**src/rtl/ud_cnt_pkg.sv**
```systemverilog
package ud_cnt_pkg;

  // Action selected for one clock edge, in priority order.
  typedef enum logic [2:0] {
    ACT_HOLD  = 3'd0,
    ACT_CLEAR = 3'd1,
    ACT_LOAD  = 3'd2,
    ACT_INC   = 3'd3,
    ACT_DEC   = 3'd4
  } cnt_act_e;

endpackage

```
**src/rtl/ud_cnt_arbiter.sv**
```systemverilog
module ud_cnt_arbiter
  import ud_cnt_pkg::*;
(
  input  logic     srst,
  input  logic     load,
  input  logic     cnt_en,
  input  logic     up,
  output cnt_act_e act
);

  always_comb begin
    if (srst)        act = ACT_CLEAR;
    else if (load)   act = ACT_LOAD;
    else if (cnt_en) act = up ? ACT_INC : ACT_DEC;
    else             act = ACT_HOLD;
  end

endmodule

```
**src/rtl/ud_cnt_stepper.sv**
```systemverilog
module ud_cnt_stepper #(
  parameter int WIDTH     = 12,
  parameter int UP_STEP   = 1,
  parameter int DOWN_STEP = 1
) (
  input  logic [WIDTH-1:0] cur,
  output logic [WIDTH-1:0] inc_val,
  output logic             inc_carry,
  output logic [WIDTH-1:0] dec_val,
  output logic             dec_borrow
);

  localparam logic [WIDTH:0] INC_AMT = (WIDTH+1)'(UP_STEP);
  localparam logic [WIDTH:0] DEC_AMT = (WIDTH+1)'(DOWN_STEP);

  logic [WIDTH:0] sum_ext;
  logic [WIDTH:0] diff_ext;

  // One extra bit catches the carry or borrow across the modular boundary.
  always_comb begin
    sum_ext    = {1'b0, cur} + INC_AMT;
    diff_ext   = {1'b0, cur} - DEC_AMT;
    inc_val    = sum_ext[WIDTH-1:0];
    inc_carry  = sum_ext[WIDTH];
    dec_val    = diff_ext[WIDTH-1:0];
    dec_borrow = diff_ext[WIDTH];
  end

endmodule

```
**src/rtl/ud_step_counter.sv**
```systemverilog
module ud_step_counter #(
  parameter int WIDTH     = 12,
  parameter int UP_STEP   = 1,
  parameter int DOWN_STEP = 1
) (
  input  logic             clk,
  input  logic             srst,
  input  logic             load,
  input  logic [WIDTH-1:0] load_val,
  input  logic             cnt_en,
  input  logic             up,
  output logic [WIDTH-1:0] count,
  output logic             wrap
);
  import ud_cnt_pkg::*;

  localparam longint RANGE = longint'(1) << WIDTH;
  localparam logic [WIDTH-1:0] UP_V = WIDTH'(UP_STEP);
  localparam logic [WIDTH-1:0] DN_V = WIDTH'(DOWN_STEP);

  initial begin
    AST_UP_STEP_RANGE: assert (longint'(UP_STEP) < RANGE && UP_STEP >= 0);
    AST_DN_STEP_RANGE: assert (longint'(DOWN_STEP) < RANGE && DOWN_STEP >= 0);
  end

  cnt_act_e         act;
  logic [WIDTH-1:0] inc_val;
  logic [WIDTH-1:0] dec_val;
  logic             inc_carry;
  logic             dec_borrow;

  ud_cnt_arbiter u_arb (
    .srst   (srst),
    .load   (load),
    .cnt_en (cnt_en),
    .up     (up),
    .act    (act)
  );

  ud_cnt_stepper #(
    .WIDTH     (WIDTH),
    .UP_STEP   (UP_STEP),
    .DOWN_STEP (DOWN_STEP)
  ) u_step (
    .cur        (count),
    .inc_val    (inc_val),
    .inc_carry  (inc_carry),
    .dec_val    (dec_val),
    .dec_borrow (dec_borrow)
  );

  always_ff @(posedge clk) begin
    case (act)
      ACT_CLEAR: begin count <= '0;       wrap <= 1'b0;       end
      ACT_LOAD:  begin count <= load_val; wrap <= 1'b0;       end
      ACT_INC:   begin count <= inc_val;  wrap <= inc_carry;  end
      ACT_DEC:   begin count <= dec_val;  wrap <= dec_borrow; end
      default:   begin count <= count;    wrap <= 1'b0;       end
    endcase
  end

  AST_CLEAR_WINS: assert property (@(posedge clk)
    srst |=> (count == '0) && !wrap);

  AST_LOAD_TAKES: assert property (@(posedge clk) disable iff (srst)
    load |=> (count == $past(load_val)) && !wrap);

  AST_IDLE_HOLDS: assert property (@(posedge clk) disable iff (srst)
    (!load && !cnt_en) |=> $stable(count) && !wrap);

  AST_INC_AMOUNT: assert property (@(posedge clk) disable iff (srst)
    (!load && cnt_en && up) |=> count == WIDTH'($past(count) + UP_V));

  AST_DEC_AMOUNT: assert property (@(posedge clk) disable iff (srst)
    (!load && cnt_en && !up) |=> count == WIDTH'($past(count) - DN_V));

  AST_INC_WRAP: assert property (@(posedge clk) disable iff (srst)
    (!load && cnt_en && up) |=> wrap == (count < $past(count)));

  AST_DEC_WRAP: assert property (@(posedge clk) disable iff (srst)
    (!load && cnt_en && !up) |=> wrap == (count > $past(count)));

endmodule

```
**config.mk**
```make
export PLATFORM = sky130hd
export DESIGN_NAME = ud_step_counter
export DESIGN_NICKNAME = d
export VERILOG_FILES = /design/src/rtl/ud_cnt_pkg.sv /design/src/rtl/ud_cnt_arbiter.sv /design/src/rtl/ud_cnt_stepper.sv /design/src/rtl/ud_step_counter.sv
export SDC_FILE = /design/constraint.sdc
export NUM_CORES = 1
export LEC_CHECK = 0
export CAP_MARGIN = 25
export CORE_MARGIN = 4
export CORE_UTILIZATION = 50
export CTS_CLUSTER_DIAMETER = 100
export DETAILED_ROUTE_END_ITERATION = 10
export DONT_BUFFER_PORTS = 1
export GPL_TIMING_DRIVEN = 0
export PLACE_DENSITY = 0.68
export SETUP_SLACK_MARGIN = 0.02
export SYNTH_ARGS = -nofsm -noshare
export SYNTH_HDL_FRONTEND = slang
export SYNTH_HIERARCHICAL = 1
export SYNTH_SLANG_ARGS = --single-unit
```
**constraint.sdc**
```tcl
create_clock -name clk -period 2.04 [get_ports clk]
set_input_delay 0.306 -clock clk [delete_from_list [all_inputs] [get_ports clk]]
set_output_delay 0.306 -clock clk [all_outputs]
set_load 0.02 [all_outputs]
```
Yosys cells after proc, flatten, opt, wreduce, memory -nomap -nowiden
Index checks and enable logic that the tools add are counted.
W data, S select, Z words.
- add/subtract/negate cells: 2
- equality and inequality tests: 4
- muxes and demuxes: 6
- reduce and logical (&&, ||, !) cells: 1
- operators with widths (operator ; number):
    $pmux W12 S4 ; 1
    $add A12 B1 Y13 const B ; 1
    $sub A12 B1 Y13 const B ; 1
    $mux W3 ; 4
    $eq A3 B2 Y1 const B ; 2
    $reduce_bool A4 Y1 ; 1
    $eq A3 B1 Y1 const B ; 1
    $eq A3 B3 Y1 const B ; 1
    $pmux W1 S2 ; 1
- register bits: 13
- input bits: 17
- output and inout bits: 13

Depth between registers and ports, before layout
- depth after elaboration: 6
- depth in mapped cells: 7

Cells and area by module
Netlist, hierarchy kept.
- modules (own cells, without submodules) (module ; times used ; cells an instance ; area an instance (sq um) ; sequential area each (sq um)):
    ud_step_counter ; 1 ; 60 ; 859.6 ; 380.4
    ud_cnt_stepper ; 1 ; 67 ; 493.0 ; 0.0
    ud_cnt_arbiter ; 1 ; 5 ; 36.3 ; 0.0

Least setup slack after synthesis
OpenSTA, ideal clock, no wires.
- path kind: register to register
- from: reg count[0]
- to: reg count[10] (data pin)
- arrival time: 2.113 ns
- data required time: 1.781 ns
- path slack: -0.332 ns
- cell stages (with the launch flop): 8
- path buffers: 0
- clock period less this slack: 2.372 ns
- cells stage by stage: edfxtp_1 > inv_1 > ha_1 > or4b_4 > nor4_4 > xor2_1 > and4bb_1 > a211o_1
- cells in the longest elaborated chain, start to end: 2
- ends and longest elaborated chain (element ; RTL line ; RTL):
    start, declared ; ud_step_counter.sv:12 ; output logic [WIDTH-1:0] count,
    start signal, assigned ; ud_step_counter.sv:56 ; ACT_INC: begin count <= inc_val; wrap <= inc_carry; end
    start signal, assigned ; ud_step_counter.sv:57 ; ACT_DEC: begin count <= dec_val; wrap <= dec_borrow; end
    $sub A12 B1 Y13 ; ud_cnt_stepper.sv:22 ; diff_ext = {1'b0, cur} - DEC_AMT;
    via dec_val[10] ; ud_step_counter.sv:28 ; logic [WIDTH-1:0] dec_val;
    $pmux W12 S4 ; ud_step_counter.sv:53 ; case (act)
The timed path passes the listed nets, and every way through them passes these cells.
A chain may end at the register's enable or synchronous reset.

Final worst setup path
- from: reg count[1]
- to: reg count[10] (data pin)
The elaborated chain is that of the path after synthesis.

==> flow_metrics.tcl <==
set metrics [dict create \
    outcome "complete, but fails checks" \
    violations "negative setup slack" \
    antenna_found_initial 0 \
    io_pins 30 \
    grtUsageMet1 0.288 \
    min-delay-start "load_val[10]" \
    period_needed_ns 2.34 \
    cts_htree_levels 1 \
    port_buffers 0 \
    die_h_um 60.7 \
    area_delta_synth_final_pct 15.0 \
    max_slew.worst_pin.slew_ns 0.690 \
    critPathKind "reg -> reg" \
    ys_ff_latch 13 \
    ys_top_cells_by_area "edfxtp_1, and4bb_1, a211o_1, and4bb_2, xor2_1" \
    drive_gt1_frac 0.350 \
    rr_startpoint "count[1]$_DFFE_PP_" \
    core_area_mm2 0.00257 \
    netlist_instances 132 \
    gr-usage-met2 0.339 \
    antenna_cells 0 \
    die_area_mm2 0.00369 \
    syn_area_mm2 0.00139 \
    start_kind "flip-flop" \
    drt_first_pass_iters 4 \
    ir_drop_v 0.000422 \
    yosys_most_used_dff "edfxtp_1" \
    grt_usage 0.212 \
    synth-warning-count 6 \
    grt_pass1_wl_um 5750 \
    synth.avg_cell_area_um2 10.5 \
    clk_pin_slew_ns 0.10 \
    cp_max_fo 8 \
    routed_via_density 6.41 \
    cts_tree "yes" \
    power_density_mw_per_mm2 594 \
    hold_violations 0 \
    maxCapViolCount 0 \
    skew_ns 0.00755 \
    syn_nets 151 \
    synth_edf_count 12 \
    rows 18 \
    fp.dieW_um 60.7 \
    r2r_slack_ns -0.30 \
    fmax_mhz 427 \
    grtUsageMet3 0.0277 \
    fin_ws_ns -0.301 \
    cp.required_ns 2.08 \
    cts.sinks 13 \
    yosysTopAreaCell "edfxtp_1" \
    place.gp.congestion 0.864 \
    holdPathEnd "count[10]$_DFFE_PP_" \
    whs_path_depth 2 \
    slew_violations 0 \
    synth_async_sr_flop_share 0 \
    insertion_delay_ns 0.28 \
    start_util 0.541 \
    p_leak_nw 0.730 \
    num_vias 1109 \
    grt_max_degree 11 \
    grt_overflow 0 \
    cp_data_arrival_time_ns 2.38 \
    cts_max_path_buffers 2 \
    reg2reg_depth 7 \
    period_share 1.15 \
    hpwl_um 2450 \
    routedWlPerCell_um 20.3 \
    drtIter0Drc 43 \
    fin_nets 163 \
    worstSetupEndpointType "flip-flop" \
    grt_pass1_vias 1178 \
    power.total_w 0.000948 \
    grt.busiest_layer "met2" \
    synth.top_cell.area_share 0.259 \
    timing.rr.end "count[10]$_DFFE_PP_" \
    root_buffer "clkbuf_4" \
    slew_headroom 0.539 \
    grt_setup_unrepaired "yes" \
    hold_path.class "in -> reg" \
    drc 0 \
    antenna_left 0 \
    cts_made_buffers 3 \
    setup_viol_count_final 7 \
    finalWirelength_um 3510 \
    seq_area_frac_synth 0.274 \
    finalSetupTns_ns -1.56 \
    ys_types 34 \
]
per-stage QoR:
stage,utilization,area [um^2],setup WS [ns],cells,hold slack (ns)
finish,0.622,1600,-0.301,173,0.396
global route,0.622,1600,-0.355,173,0.388
CTS,0.613,1570,-0.314,172,0.388
detailed placement,0.579,1490,-0.319,163,0.652
global placement,0.575,1480,-0.479,162,0.652
floorplan,-,1440,-0.157,132,0.645
layout by cell type (no fill, tap or decap), types with 5 or more instances in the layout:
| cell type | synthesis | layout |
|---|---|---|
| and4bb_1 | 16 | 16 |
| a211o_1 | 12 | 12 |
| edfxtp_1 | 12 | 12 |
| xor2_1 | 10 | 10 |
| xnor2_1 | 9 | 8 |
| buf_6 | 4 | 7 |
| buf_2 | 7 | 7 |
| and4bb_2 | 7 | 7 |
| buf_4 | 1 | 7 |
| nand3_1 | 5 | 5 |
per-layer routing:
layer / share of wire / wire length, um / up-vias
met1: 0.46 / 1610 / 529
met2: 0.48 / 1690 / 39
met4: 0.0077 / 27 / 0
met3: 0.050 / 177 / 2
met5: 0 / 0 / -
li1: - / - / 539
cell families (layout without fill, tap and decap cells):
| family | count (synthesis) | in the layout | synth area share |
|---|---|---|---|
| xor+xnor | 19 | 19 | 0.120 |
| fa+ha+maj | 2 | 2 | 0.0180 |
| flops | 13 | 13 | 0.274 |
| simple gates | 60 | 60 | 0.397 |
| compound gates | 17 | 17 | 0.104 |
| buf+inv | 21 | 32 | 0.0874 |
flip-flops by register name (all words and copies together), names as in the netlist:
register,flops
wrap,1
count,12
how the worst max path moves through the flow:
stage                  startpoint                   to  cells past startpoint
3_3_place_gp                   up   count[0]$_DFFE_PP_                      5
3_5_place_dp   count[0]$_DFFE_PP_  count[10]$_DFFE_PP_                      7
4_1_cts        count[0]$_DFFE_PP_  count[10]$_DFFE_PP_                      7
6_report       count[1]$_DFFE_PP_  count[10]$_DFFE_PP_                      7
2_1_floorplan  count[3]$_DFFE_PP_   count[9]$_DFFE_PP_                      6
5_1_grt        count[1]$_DFFE_PP_  count[10]$_DFFE_PP_                      7
worst max-delay path: stages, from the launching register on:
cell and delay [ns]:
edfxtp_1 0.60, inv_2 0.16, ha_4 0.14, or4b_4 0.52, nor4_4 0.16, xor2_1 0.09, and4bb_1 0.20, a211o_1 0.22
where the power goes:
group	switching (W)	internal [W]
logic	0.000193	0.000174
clock network	0.0000972	0.0000758
registers	0.0000766	0.000331
total	0.000367	0.000581
cells in the mapped netlist (2+ instances only):
| cell type | count |
|---|---|
| and4bb_1 | 16 |
| a211o_1 | 12 |
| edfxtp_1 | 12 |
| xor2_1 | 10 |
| xnor2_1 | 9 |
| and4bb_2 | 7 |
| buf_2 | 7 |
| nor2_1 | 6 |
| inv_1 | 5 |
| nand3_1 | 5 |
| buf_6 | 4 |
| nand2_1 | 4 |
| nand4_1 | 4 |
| clkbuf_1 | 3 |
| nor3_1 | 3 |
| nor4_2 | 3 |
| and3_1 | 2 |
| ha_1 | 2 |
| o31ai_1 | 2 |
| or3_1 | 2 |
repair_timing:
| item | CTS | global route |
|---|---|---|
| hold buffers | 0 | 0 |
| endpoints found under the setup margin | 7 | 16 |
| gates resized for setup | 8 | 5 |
| buffers inserted | 5 | 1 |
| pin swaps | 5 | 0 |
final cells by class:
class / instances / area, um^2
flip-flops and latches: 13 / 380
repair buffers: 7 / 60.1
clock buffers: 4 / 26.3
well taps: 30 / 37.5
fillers: 230 / 971
multi-input cells: 98 / 956
inverters: 6 / 22.5
plain buffers: 15 / 114
No activity file was read; power rests on OpenSTA's default activity.
